<file path="src/rtl/uart_irq_pkg.sv">
package uart_irq_pkg;

  localparam int NSRC = 8;

  localparam int IDX_RX  = 0;
  localparam int IDX_TX  = 1;
  localparam int IDX_RTO = 2;
  localparam int IDX_MS  = 3;
  localparam int IDX_OVR = 4;
  localparam int IDX_BRK = 5;
  localparam int IDX_PAR = 6;
  localparam int IDX_FRM = 7;

  localparam logic [1:0] ADDR_RAW  = 2'd0;
  localparam logic [1:0] ADDR_MASK = 2'd1;
  localparam logic [1:0] ADDR_MIS  = 2'd2;
  localparam logic [1:0] ADDR_CLR  = 2'd3;

  // Threshold in entries for a select code; unknown codes act as half full.
  function automatic int trig_level(input logic [2:0] sel, input int depth);
    case (sel)
      3'd0:    return depth / 8;
      3'd1:    return depth / 4;
      3'd2:    return depth / 2;
      3'd3:    return (depth * 3) / 4;
      3'd4:    return (depth * 7) / 8;
      default: return depth / 2;
    endcase
  endfunction

endpackage

</file>
<file path="src/rtl/uart_irq_level.sv">
module uart_irq_level #(
  parameter int DEPTH = 16,
  parameter int LW    = 5,
  parameter bit IS_TX = 1'b0
) (
  input  logic          clk,
  input  logic          rst_n,
  input  logic          fifo_en,
  input  logic [2:0]    sel,
  input  logic [LW-1:0] level,
  output logic          cond,
  output logic          set_ev,
  output logic          clr_ev
);
  logic [LW-1:0] thr;
  logic          cond_q;

  always_comb begin
    if (fifo_en) thr = LW'(uart_irq_pkg::trig_level(sel, DEPTH));
    else if (IS_TX) thr = '0;
    else thr = LW'(1);
  end

  generate
    if (IS_TX) begin : g_tx
      assign cond = (level <= thr);
    end else begin : g_rx
      assign cond = (level >= thr);
    end
  endgenerate

  always_ff @(posedge clk or negedge rst_n) begin
    if (!rst_n) cond_q <= 1'b0;
    else        cond_q <= cond;
  end

  assign set_ev = cond & ~cond_q;
  assign clr_ev = ~cond;
endmodule

</file>
<file path="src/rtl/uart_irq_timeout.sv">
module uart_irq_timeout #(
  parameter int TMO = 32,
  parameter int LW  = 5,
  parameter int CW  = 6
) (
  input  logic          clk,
  input  logic          rst_n,
  input  logic [LW-1:0] rx_level,
  input  logic          rx_char,
  input  logic          rx_read,
  input  logic          bit_tick,
  output logic          hit,
  output logic          empty,
  output logic [CW-1:0] cnt
);
  logic restart;

  assign empty   = (rx_level == '0);
  assign restart = empty | rx_char | rx_read;
  assign hit     = ~restart & bit_tick & (cnt == CW'(TMO - 1));

  always_ff @(posedge clk or negedge rst_n) begin
    if (!rst_n)                             cnt <= '0;
    else if (restart)                       cnt <= '0;
    else if (bit_tick && cnt != CW'(TMO))   cnt <= cnt + 1'b1;
  end
endmodule

</file>
<file path="src/rtl/uart_irq_modem.sv">
module uart_irq_modem #(
  parameter int N = 4
) (
  input  logic         clk,
  input  logic         rst_n,
  input  logic [N-1:0] lines_n,
  output logic         change
);
  logic [N-1:0] s1, s2, prev;

  always_ff @(posedge clk or negedge rst_n) begin
    if (!rst_n) begin
      s1   <= '1;
      s2   <= '1;
      prev <= '1;
    end else begin
      s1   <= lines_n;
      s2   <= s1;
      prev <= s2;
    end
  end

  assign change = |(s2 ^ prev);
endmodule

</file>
<file path="src/rtl/uart_irq_regs.sv">
module uart_irq_regs #(
  parameter int NSRC = 8
) (
  input  logic            clk,
  input  logic            rst_n,
  input  logic [NSRC-1:0] set_vec,
  input  logic [NSRC-1:0] auto_clr,
  input  logic            reg_wr,
  input  logic [1:0]      reg_addr,
  input  logic [NSRC-1:0] reg_wdata,
  output logic [NSRC-1:0] raw_q,
  output logic [NSRC-1:0] mask_q,
  output logic [NSRC-1:0] w1c_vec,
  output logic [NSRC-1:0] reg_rdata
);
  import uart_irq_pkg::*;

  assign w1c_vec = (reg_wr && reg_addr == ADDR_CLR) ? reg_wdata : '0;

  always_ff @(posedge clk or negedge rst_n) begin
    if (!rst_n) begin
      raw_q  <= '0;
      mask_q <= '0;
    end else begin
      raw_q <= (raw_q & ~(auto_clr | w1c_vec)) | set_vec;
      if (reg_wr && reg_addr == ADDR_MASK) mask_q <= reg_wdata;
    end
  end

  always_comb begin
    case (reg_addr)
      ADDR_RAW:  reg_rdata = raw_q;
      ADDR_MASK: reg_rdata = mask_q;
      ADDR_MIS:  reg_rdata = raw_q & mask_q;
      default:   reg_rdata = '0;
    endcase
  end
endmodule

</file>
<file path="src/rtl/uart_irq_unit.sv">
module uart_irq_unit #(
  parameter int FIFO_DEPTH = 16,
  parameter int TMO_BITS   = 32,
  parameter int LW         = $clog2(FIFO_DEPTH + 1)
) (
  input  logic          clk,
  input  logic          rst_n,
  input  logic          fifo_en,
  input  logic [2:0]    rx_sel,
  input  logic [2:0]    tx_sel,
  input  logic [LW-1:0] rx_level,
  input  logic [LW-1:0] tx_level,
  input  logic          rx_char,
  input  logic          rx_read,
  input  logic          bit_tick,
  input  logic          ri_n,
  input  logic          cts_n,
  input  logic          dcd_n,
  input  logic          dsr_n,
  input  logic          err_ovr,
  input  logic          err_brk,
  input  logic          err_par,
  input  logic          err_frm,
  input  logic          reg_wr,
  input  logic [1:0]    reg_addr,
  input  logic [7:0]    reg_wdata,
  output logic [7:0]    reg_rdata,
  output logic          irq_rx,
  output logic          irq_tx,
  output logic          irq_rto,
  output logic          irq_ms,
  output logic          irq_err,
  output logic          irq_any
);
  import uart_irq_pkg::*;

  localparam int CW = $clog2(TMO_BITS + 1);

  logic            rx_cond, rx_set, rx_clr;
  logic            tx_cond, tx_set, tx_clr;
  logic            rto_hit, rto_empty;
  logic [CW-1:0]   tmo_cnt;
  logic            ms_change;
  logic [NSRC-1:0] set_vec, auto_clr, raw_q, mask_q, w1c_vec, masked;

  uart_irq_level #(.DEPTH(FIFO_DEPTH), .LW(LW), .IS_TX(1'b0)) u_rxlvl (
    .clk(clk), .rst_n(rst_n), .fifo_en(fifo_en), .sel(rx_sel),
    .level(rx_level), .cond(rx_cond), .set_ev(rx_set), .clr_ev(rx_clr)
  );

  uart_irq_level #(.DEPTH(FIFO_DEPTH), .LW(LW), .IS_TX(1'b1)) u_txlvl (
    .clk(clk), .rst_n(rst_n), .fifo_en(fifo_en), .sel(tx_sel),
    .level(tx_level), .cond(tx_cond), .set_ev(tx_set), .clr_ev(tx_clr)
  );

  uart_irq_timeout #(.TMO(TMO_BITS), .LW(LW), .CW(CW)) u_tmo (
    .clk(clk), .rst_n(rst_n), .rx_level(rx_level), .rx_char(rx_char),
    .rx_read(rx_read), .bit_tick(bit_tick), .hit(rto_hit),
    .empty(rto_empty), .cnt(tmo_cnt)
  );

  uart_irq_modem #(.N(4)) u_modem (
    .clk(clk), .rst_n(rst_n), .lines_n({dsr_n, dcd_n, cts_n, ri_n}),
    .change(ms_change)
  );

  always_comb begin
    set_vec          = '0;
    set_vec[IDX_RX]  = rx_set;
    set_vec[IDX_TX]  = tx_set;
    set_vec[IDX_RTO] = rto_hit;
    set_vec[IDX_MS]  = ms_change;
    set_vec[IDX_OVR] = err_ovr;
    set_vec[IDX_BRK] = err_brk;
    set_vec[IDX_PAR] = err_par;
    set_vec[IDX_FRM] = err_frm;
    auto_clr          = '0;
    auto_clr[IDX_RX]  = rx_clr;
    auto_clr[IDX_TX]  = tx_clr;
    auto_clr[IDX_RTO] = rto_empty;
  end

  uart_irq_regs #(.NSRC(NSRC)) u_regs (
    .clk(clk), .rst_n(rst_n), .set_vec(set_vec), .auto_clr(auto_clr),
    .reg_wr(reg_wr), .reg_addr(reg_addr), .reg_wdata(reg_wdata),
    .raw_q(raw_q), .mask_q(mask_q), .w1c_vec(w1c_vec), .reg_rdata(reg_rdata)
  );

  assign masked  = raw_q & mask_q;
  assign irq_rx  = masked[IDX_RX];
  assign irq_tx  = masked[IDX_TX];
  assign irq_rto = masked[IDX_RTO];
  assign irq_ms  = masked[IDX_MS];
  assign irq_err = |masked[IDX_FRM:IDX_OVR];
  assign irq_any = |masked;
endmodule

</file>
<file path="config.mk">
export PLATFORM = sky130hd
export DESIGN_NAME = uart_irq_unit
export DESIGN_NICKNAME = d
export VERILOG_FILES = /design/src/rtl/uart_irq_pkg.sv /design/src/rtl/uart_irq_level.sv /design/src/rtl/uart_irq_timeout.sv /design/src/rtl/uart_irq_modem.sv /design/src/rtl/uart_irq_regs.sv /design/src/rtl/uart_irq_unit.sv
export SDC_FILE = /design/constraint.sdc
export NUM_CORES = 1
export LEC_CHECK = 0
export ABC_AREA = 1
export BUFFER_PORTS_ARGS = -buffer_cell sky130_fd_sc_hd__buf_2
export CORE_AREA = 2 2 73 54
export CTS_BUF_LIST = sky130_fd_sc_hd__clkbuf_4 sky130_fd_sc_hd__clkbuf_8
export CTS_CLUSTER_DIAMETER = 200
export DETAILED_ROUTE_END_ITERATION = 7
export DIE_AREA = 0 0 75 56
export PLACE_DENSITY = 0.85
export SLEW_MARGIN = 10
export SYNTH_ARGS = -nofsm -noshare
export SYNTH_HDL_FRONTEND = slang
export SYNTH_SLANG_ARGS = --single-unit
export TNS_END_PERCENT = 30
</file>
<file path="constraint.sdc">
create_clock -name clk -period 3.3 [get_ports clk]
set_input_delay 0 -clock clk [delete_from_list [all_inputs] [get_ports clk]]
set_output_delay 0 -clock clk [all_outputs]
set_load 0.05 [all_outputs]
</file>
==> results of run 1 <==
worst max-delay path: stages (launching register included):
cell,delay [ns]
sky130_fd_sc_hd__dfrtp_1,0.41
sky130_fd_sc_hd__nand2_1,0.07
sky130_fd_sc_hd__inv_1,0.04
sky130_fd_sc_hd__nor3_1,0.17
sky130_fd_sc_hd__nand3b_1,0.09
sky130_fd_sc_hd__buf_2,0.21
routing by layer:
layer,GRT usage,up-vias,part of all wire
li1,-,907,-
met3,0.0598,4,0.060
met4,0.0587,0,0.0098
met5,0,-,0
met1,0.296,761,0.49
met2,0.305,58,0.44
registers in the layout, summed over array words and instances (netlist names):
register        flops
u_regs.mask_q       8
u_regs.raw_q        8
u_tmo.cnt           6
u_modem.prev        4
u_modem.s1          4
u_modem.s2          4
u_rxlvl.cond_q      1
u_txlvl.cond_q      1
power breakdown:
part	internal, mW	switching, mW	total [mW]
Clock	0.147	0.157	0.304
Combinational	0.0904	0.170	0.261
Sequential	0.479	0.0198	0.499
Total	0.716	0.347	1.06
stage by stage:
stage / instances / instance area [sq um]
after floorplan: 239 / 1940
after global placement: 341 / 2250
after detailed placement: 341 / 2250
after CTS: 366 / 2510
after global routing: 366 / 2510
final: 366 / 2510
worst max-delay path by stage:
stage | startpoint | end | slack, ns | cells after the start
floorplan | u_regs.mask_q[5]$_DFFE_PN0P_ | irq_any | 1.69 | 3
global placement | u_tmo.cnt[0]$_DFFE_PN0P_ | u_tmo.cnt[0]$_DFFE_PN0P_ | 2.08 | 7
detailed placement | u_tmo.cnt[0]$_DFFE_PN0P_ | u_tmo.cnt[0]$_DFFE_PN0P_ | 2.04 | 7
CTS | u_regs.raw_q[0]$_DFF_PN0_ | irq_any | 2.01 | 5
global route | u_tmo.cnt[0]$_DFFE_PN0P_ | u_tmo.cnt[3]$_DFFE_PN0P_ | 1.84 | 7
finish | u_regs.raw_q[0]$_DFF_PN0_ | irq_any | 2.02 | 5
cells by family (layout without fill, tap and decap cells):
| logic type | Yosys count | count (layout) | share of synthesized area |
|---|---|---|---|
| adder cells (fa/ha/maj) | 9 | 9 | 0.0582 |
| AND/OR/NAND/NOR | 106 | 106 | 0.237 |
| XOR/XNOR | 5 | 5 | 0.0226 |
| buffers and inverters | 49 | 126 | 0.0995 |
| flip-flops | 36 | 36 | 0.473 |
| AO/OA/AOI/OAI | 34 | 34 | 0.109 |
synthesized netlist by cell type, types with 2 or more instances:
library cell | n | area (sq um)
sky130_fd_sc_hd__nand2_1 | 54 | 203
sky130_fd_sc_hd__inv_1 | 44 | 165
sky130_fd_sc_hd__dfrtp_1 | 24 | 601
sky130_fd_sc_hd__nor2_1 | 21 | 78.8
sky130_fd_sc_hd__o21ai_0 | 20 | 100
sky130_fd_sc_hd__nand3_1 | 17 | 85.1
sky130_fd_sc_hd__dfstp_2 | 12 | 315
sky130_fd_sc_hd__ha_1 | 9 | 113
sky130_fd_sc_hd__o21ai_2 | 7 | 61.3
sky130_fd_sc_hd__nand4_1 | 6 | 37.5
sky130_fd_sc_hd__nor3_1 | 5 | 25.0
sky130_fd_sc_hd__o211ai_1 | 3 | 22.5
sky130_fd_sc_hd__xor2_1 | 3 | 26.3
sky130_fd_sc_hd__inv_2 | 2 | 7.51
sky130_fd_sc_hd__xnor2_1 | 2 | 17.5
cell usage in the layout, fill, tap and decap left out, drive strengths merged:
cell type and count:
ha 9, o21ai 27, clkinv 4, dfstp 12, buf 54, nor2 22
nand2 55, clkbuf 5, nor3 5, dfrtp 24, xnor2 2, xor2 3
nand3 17, a21boi 1, dlygate4sd3 17, inv 46, o21a 1, a21oi 1
o211ai 3, nand4 6, o21bai 1, nand3b 1
final cells by class:
cell class	count	share of cell area
Tap cell	50	0.0249
Sequential cell	36	0.365
Clock buffer	5	0.0274
Multi-Input combinational cell	154	0.330
Clock inverter	3	0.00748
Inverter	47	0.0703
Timing Repair Buffer	71	0.175
==> impl_summary.md, run 1 <==
Global route
The global router's overall resource usage is 0.207. The overall overflow remaining after global route is 0. The number of antenna violations at the first check in global routing is 0. The wire length of the first global-routing pass is 6.61 mm.

The via count of the first global-routing pass is 1567. Entering global routing, the biggest net connects 37 pins.

Cells and area
Of the cells placed in the final design, the portion with a size suffix greater than 1 is 0.269. The total number of nets in the final design is 365. The number of inserted diodes is 0. Compared with the post-synthesis result, the final layout area differs by 29.7%. Summing all multi-input logic gate instances after layout gives 827 sq um. The sequential cells in the finished layout cover a total of 916 sq um. The layout filler cell count is 268.

The core occupancy in the finished layout is 0.728.

Clock network
After clock tree synthesis, the clock-pin slew on the worst setup and hold paths is 0.07 ns. The count of hold-fix buffers inserted at cts is 17. The level count of the clock H-tree is 2. In this run, CTS created clock tree buffers numbering 5. The cell at the root of the clock tree is sky130_fd_sc_hd__clkbuf_8. The total number of clock tree sinks is 36. The post-CTS setup buffer count is 0. After clock tree synthesis, the repair step resized 0 gates.

At the later pin of the worst-skew pair, clock insertion delay measures 0.29 ns. No sink is reached through more buffers than the 2 on the longest clock path. The clock tree from TritonCTS is done.

STA
For the finished layout, the period the worst path requires is 1.28 ns. In the post-route analysis, the smallest setup slack over all paths is 2.02 ns. Setup repair after global routing left no endpoint under its margin. The final-report setup violation count is 0. For the pin with the worst max-slew slack, the measured transition is 0.766 ns.

Of the available clock period, the critical path in the final layout requires 0.387. The remaining max-slew budget at the tightest pin is 0.489. The final number of max-transition violations is 0.

The worst hold slack across all endpoints is 0.00943 ns. The total count of hold-check failures in the final report is 0. The setup clock skew after layout is 0.00209 ns. The maximum achievable frequency is 0.783 GHz. The aggregate negative setup slack is 0 ns.

Place
The count of buffers added on input and output ports is 54. The final weighted congestion in routability-driven placement is 0.932. Before CTS, the worst setup slack after placement is 2.04 ns. After legalization and detailed placement, the total HPWL measured 2.85 mm.

Critical path
The largest driver fanout on the critical path is 3. STA puts the critical path data arrival time at 1.28 ns. At the worst endpoint, the required time is 3.30 ns. The reg-to-reg critical path startpoint is u_tmo.cnt[0]$_DFFE_PN0P_. The worst register-to-register path has a setup slack of 2.04 ns. The worst setup path is of the register to output pin kind. The kind of capture point of the worst setup path is an output pin.

The length in cells of the worst reg-to-reg path is 7. The worst reg2reg path endpoint is u_tmo.cnt[0]$_DFFE_PN0P_. STA classifies the critical path startpoint as a register.

Routing
For this block, the via count after detailed routing is 1730. The count of nets left with antenna violations once routing finished came out at 0. In the final routed layout, each cell accounts on average for 10.5 microns.

For this run, design rule violations remaining after detail routing come to 0. Summed over all layers, the routed wires come to 3.86 mm. The first-pass iteration count of the detailed router is 4.

In this run, the number of DRC markers left after iteration 0 of detailed routing was 138. After detailed routing, the number of vias per cell comes to 4.73.

Status
The run finished with clean final reports.

Die
In this run the standard cell core region covers 0.00345 sq mm. The floorplan has 18 rows. The floorplan step defined a die boundary enclosing 0.00420 sq mm.

The initial standard-cell utilization of the core is 0.562. In this run the vertical extent of the chip is 56 microns. The count of pins on the block boundary is 55. The horizontal die dimension is 75 microns.

Min path
For hold timing, the worst endpoint is u_regs.mask_q[0]$_DFFE_PN0P_. The tightest min-delay check is of the input pin to register type. The startpoint identified for the worst hold timing path is reg_wr. The worst hold path passes through 3 cells.

Pwr
The leakage power summed over all cells is 1.40 nW. The overall power consumption is 1.06 mW. For this design the ratio of total power to cell area is 424 mW/mm^2. The worst-case vdd ir drop is 0.275 mV.

Synthesis
The synthesized design contains 0 enable-type register cells. After synthesis, the mean cell area works out to 8.10 sq um. Counting every net in the synthesized netlist gives 289.

The register area share after synthesis is 0.473. Of all flip-flops after synthesis, the portion carrying an async set or reset was 1.00. The Yosys step of the flow raised 0 warnings.

In the synthesized netlist the dominant register cell turns out to be sky130_fd_sc_hd__dfrtp_1. The number of distinct library cells after synthesis is 25. Synthesis produced a netlist whose cell count is 239.

Summing every instance area after synthesis gives 0.00194 sq mm. The number of storage elements in the synthesis netlist is 36.

Flow run
The total of max-cap violations is 0.
No activity file was read; power rests on OpenSTA's default activity.
==> run 2: changes to the inputs <==
CORE_AREA = 2 2 75 56   (was 2 2 73 54)
DIE_AREA = 0 0 77 58   (was 0 0 75 56)
PLACE_DENSITY = 0.8   (was 0.85)
clock period = 1.3 ns   (was 3.3 ns; I/O delays follow)
==> impl_summary.md, run 2 (synthesis gave the netlist of run 1 again) <==
Status
The flow ran to the end, and the final reports show no timing, DRC or antenna violations.

Clock network
The number of buffers created by CTS is 5. The tree built by TritonCTS fans out to 36 sinks. The later-pin clock latency in the skew report is 0.28 ns. The level count of the clock H-tree is 2. The clock transition at the registers of the reported paths is 0.07 ns. The maximum buffer depth of the clock tree is 2.

The cell at the root of the clock tree is sky130_fd_sc_hd__clkbuf_8. TritonCTS built the clock tree.

Pwr
The analysis attributes to net switching a power of 892 uW. The switching share of total power is 0.305. The share of total power in sequential cells is 0.433. The share of total power dissipated in the clock network is 0.330.

The worst-case vdd ir drop is 1.02 mV. The internal power contribution is 2.03 mW. The combinational share of power is 0.237. The analysis attributes to cell leakage a power of 1.44 nW.

Power spread over the standard cell area amounts to 1140 mW/mm^2.

Global route
The via count of the first global-routing pass is 1625. The first global-routing pass estimated 6.89 mm of wire. The largest net degree at the start of global routing is 37. Across every metal layer, demand over resource in global routing totals 0.198. The overall overflow remaining after global route is 0. The number of antenna violations at the first check in global routing is 0.

Critical path
The kind of capture point of the worst setup path is an output pin. The register-to-register setup slack is 0.14 ns. The largest driver fanout on the critical path is 3. The number of cells on the worst reg-to-reg path is 7. STA classifies the critical path startpoint as a register. The reg-to-reg critical path startpoint is u_tmo.cnt[0]$_DFFE_PN0P_.

The worst endpoint data arrival time is 1.23 ns. The critical path in this run is classified as register to output pin. The endpoint required time on the critical path is 1.30 ns. The worst register-to-register path ends at u_tmo.cnt[0]$_DFFE_PN0P_.

Die
The height of the die is 58 microns. The number of rows in the core area is 19. The area of the die is 0.00447 sq mm. The horizontal die dimension is 77 microns.

The initial standard-cell utilization of the core is 0.515. The core region is 0.00376 sq mm. During I/O placement, the number of pins put on the boundary was 55.

Cells and area
The final layout contains 368 nets. The repair_antennas step left the layout with diodes totalling 0. The area growth from synthesis to layout is 32.8%. After the flow finishes, the layout carries non-filler instances totaling 371. The largest registers in the layout are u_regs.mask_q (8), u_regs.raw_q (8), u_tmo.cnt (6). In the layout the commonest cells are sky130_fd_sc_hd__nand2_1 (54), sky130_fd_sc_hd__buf_2 (52), sky130_fd_sc_hd__inv_1 (43). The ratio of cells with drive above 1 in the final layout is 0.288. The multi-input combinational cells in the finished layout cover a total of 835 sq um.

The library cell used most frequently in the layout, excluding fill and tap cells, is sky130_fd_sc_hd__nand2_1. Registers take 916 sq um. Fill cells in the final layout number 319.

STA
Setup repair after global routing could not meet its margin everywhere. Measured against its own limit, the worst slew margin works out to 0.676. The final-report setup violation count is 0. For the final routed database, the setup TNS stands at 0 ns. The final number of max-transition violations is 0. The total count of hold-check failures in the final report was 0. The time the final worst path needs with I/O delays and setup is 1.23 ns. The final critical-path share of the clock period is 0.947. Derived from the worst setup path, the maximum achievable clock frequency is 0.812 GHz.

For the pin with the worst max-slew slack, the measured transition is 0.484 ns. The setup clock skew after layout is 0.00317 ns.

Routing
For this block, wires on met1 add up to 1.94 mm. The average wire per cell in the routed design is 11.1 microns. Detailed routing placed a total of 1.93 mm of wire on met2.

In this run the remaining antenna-violating nets after routing total 0. After the first detailed-routing iteration, the DRC count stood at 87. The routed wire length is 4.12 mm. The first-pass iteration count of the detailed router is 5. The detailed router used layers up to and including met4. Detailed routing placed a total of 233 microns of wire on met3. The final route contains 1756 vias. The via density per instance is 4.73. The count of unresolved DRC violations after routing is 0.

Min path
The hold-critical path depth is 3. The min-delay analysis places its worst path in the category input pin to register. The startpoint identified for the worst hold timing path is reg_wdata[2]. The terminating pin of the worst hold path is u_regs.mask_q[2]$_DFFE_PN0P_.

Place
The count of input and output buffers is 54. The total half-perimeter wirelength after legalization and detailed placement is 3.07 mm. After detailed placement, the design holds a cell count of 344. The final weighted congestion in routability-driven placement is 0.939.

Flow run
Max-cap violations in this run came to 0.
run 2: final cells by class:
type,instances,share of cell area
clock buffers,5,0.0268
clock inverters,3,0.0161
inverters,47,0.0686
multi-input cells,154,0.325
flip-flops and latches,36,0.356
well taps,52,0.0253
repair buffers,74,0.182
run 2: power by group through the flow:
stage	clock, mW	combinational [mW]	sequential, mW
floorplan	0	0.435	1.27
finish	0.964	0.694	1.27
global placement	0	0.616	1.28
CTS	0.978	0.671	1.27
global route	1.01	0.767	1.28
detailed placement	0	0.632	1.29
run 2: worst max path at each step:
stage                                     to                    startpoint
finish                               irq_any     u_regs.raw_q[0]$_DFF_PN0_
global route                         irq_any     u_regs.raw_q[0]$_DFF_PN0_
CTS                                  irq_any  u_regs.mask_q[0]$_DFFE_PN0P_
detailed placement  u_tmo.cnt[3]$_DFFE_PN0P_      u_tmo.cnt[0]$_DFFE_PN0P_
global placement    u_tmo.cnt[0]$_DFFE_PN0P_      u_tmo.cnt[0]$_DFFE_PN0P_
floorplan                            irq_any     u_regs.raw_q[7]$_DFF_PN0_
run 2: worst max-delay path, cell delays in order (launching register included):
cell,delay (ns)
sky130_fd_sc_hd__dfrtp_1,0.40
sky130_fd_sc_hd__nand2_1,0.08
sky130_fd_sc_hd__inv_2,0.04
sky130_fd_sc_hd__nor3_2,0.16
sky130_fd_sc_hd__nand3b_1,0.10
sky130_fd_sc_hd__buf_6,0.16
run 2: timing repair:
| action | 4_1_cts | 5_1_grt |
|---|---|---|
| buffers inserted | 0 | 3 |
| gates resized for setup | 0 | 8 |
| hold buffers | 16 | 0 |
| endpoints found under the setup margin | 0 | 6 |
| endpoints found under the hold margin | 40 | 0 |
run 2: per-stage QoR:
step                      area [sq um]   util  power [mW]  hold slack, ns  setup slack (ns)
after floorplan                   1940      -        1.71          -0.296            -0.310
after global placement            2260  0.602        1.90          0.0583            0.0779
after global routing              2570  0.685        3.06          0.0231           -0.0197
after detailed placement          2260  0.602        1.92          0.0603            0.0619
after CTS                         2530  0.674        2.92          0.0104           0.00955
final                             2570  0.685        2.92          0.0139            0.0685
run 2: layer usage:
metal	vias up	track usage
met4	0	0.0459
met1	790	0.254
li1	913	-
met2	51	0.345
met3	2	0.0498
met5	-	0
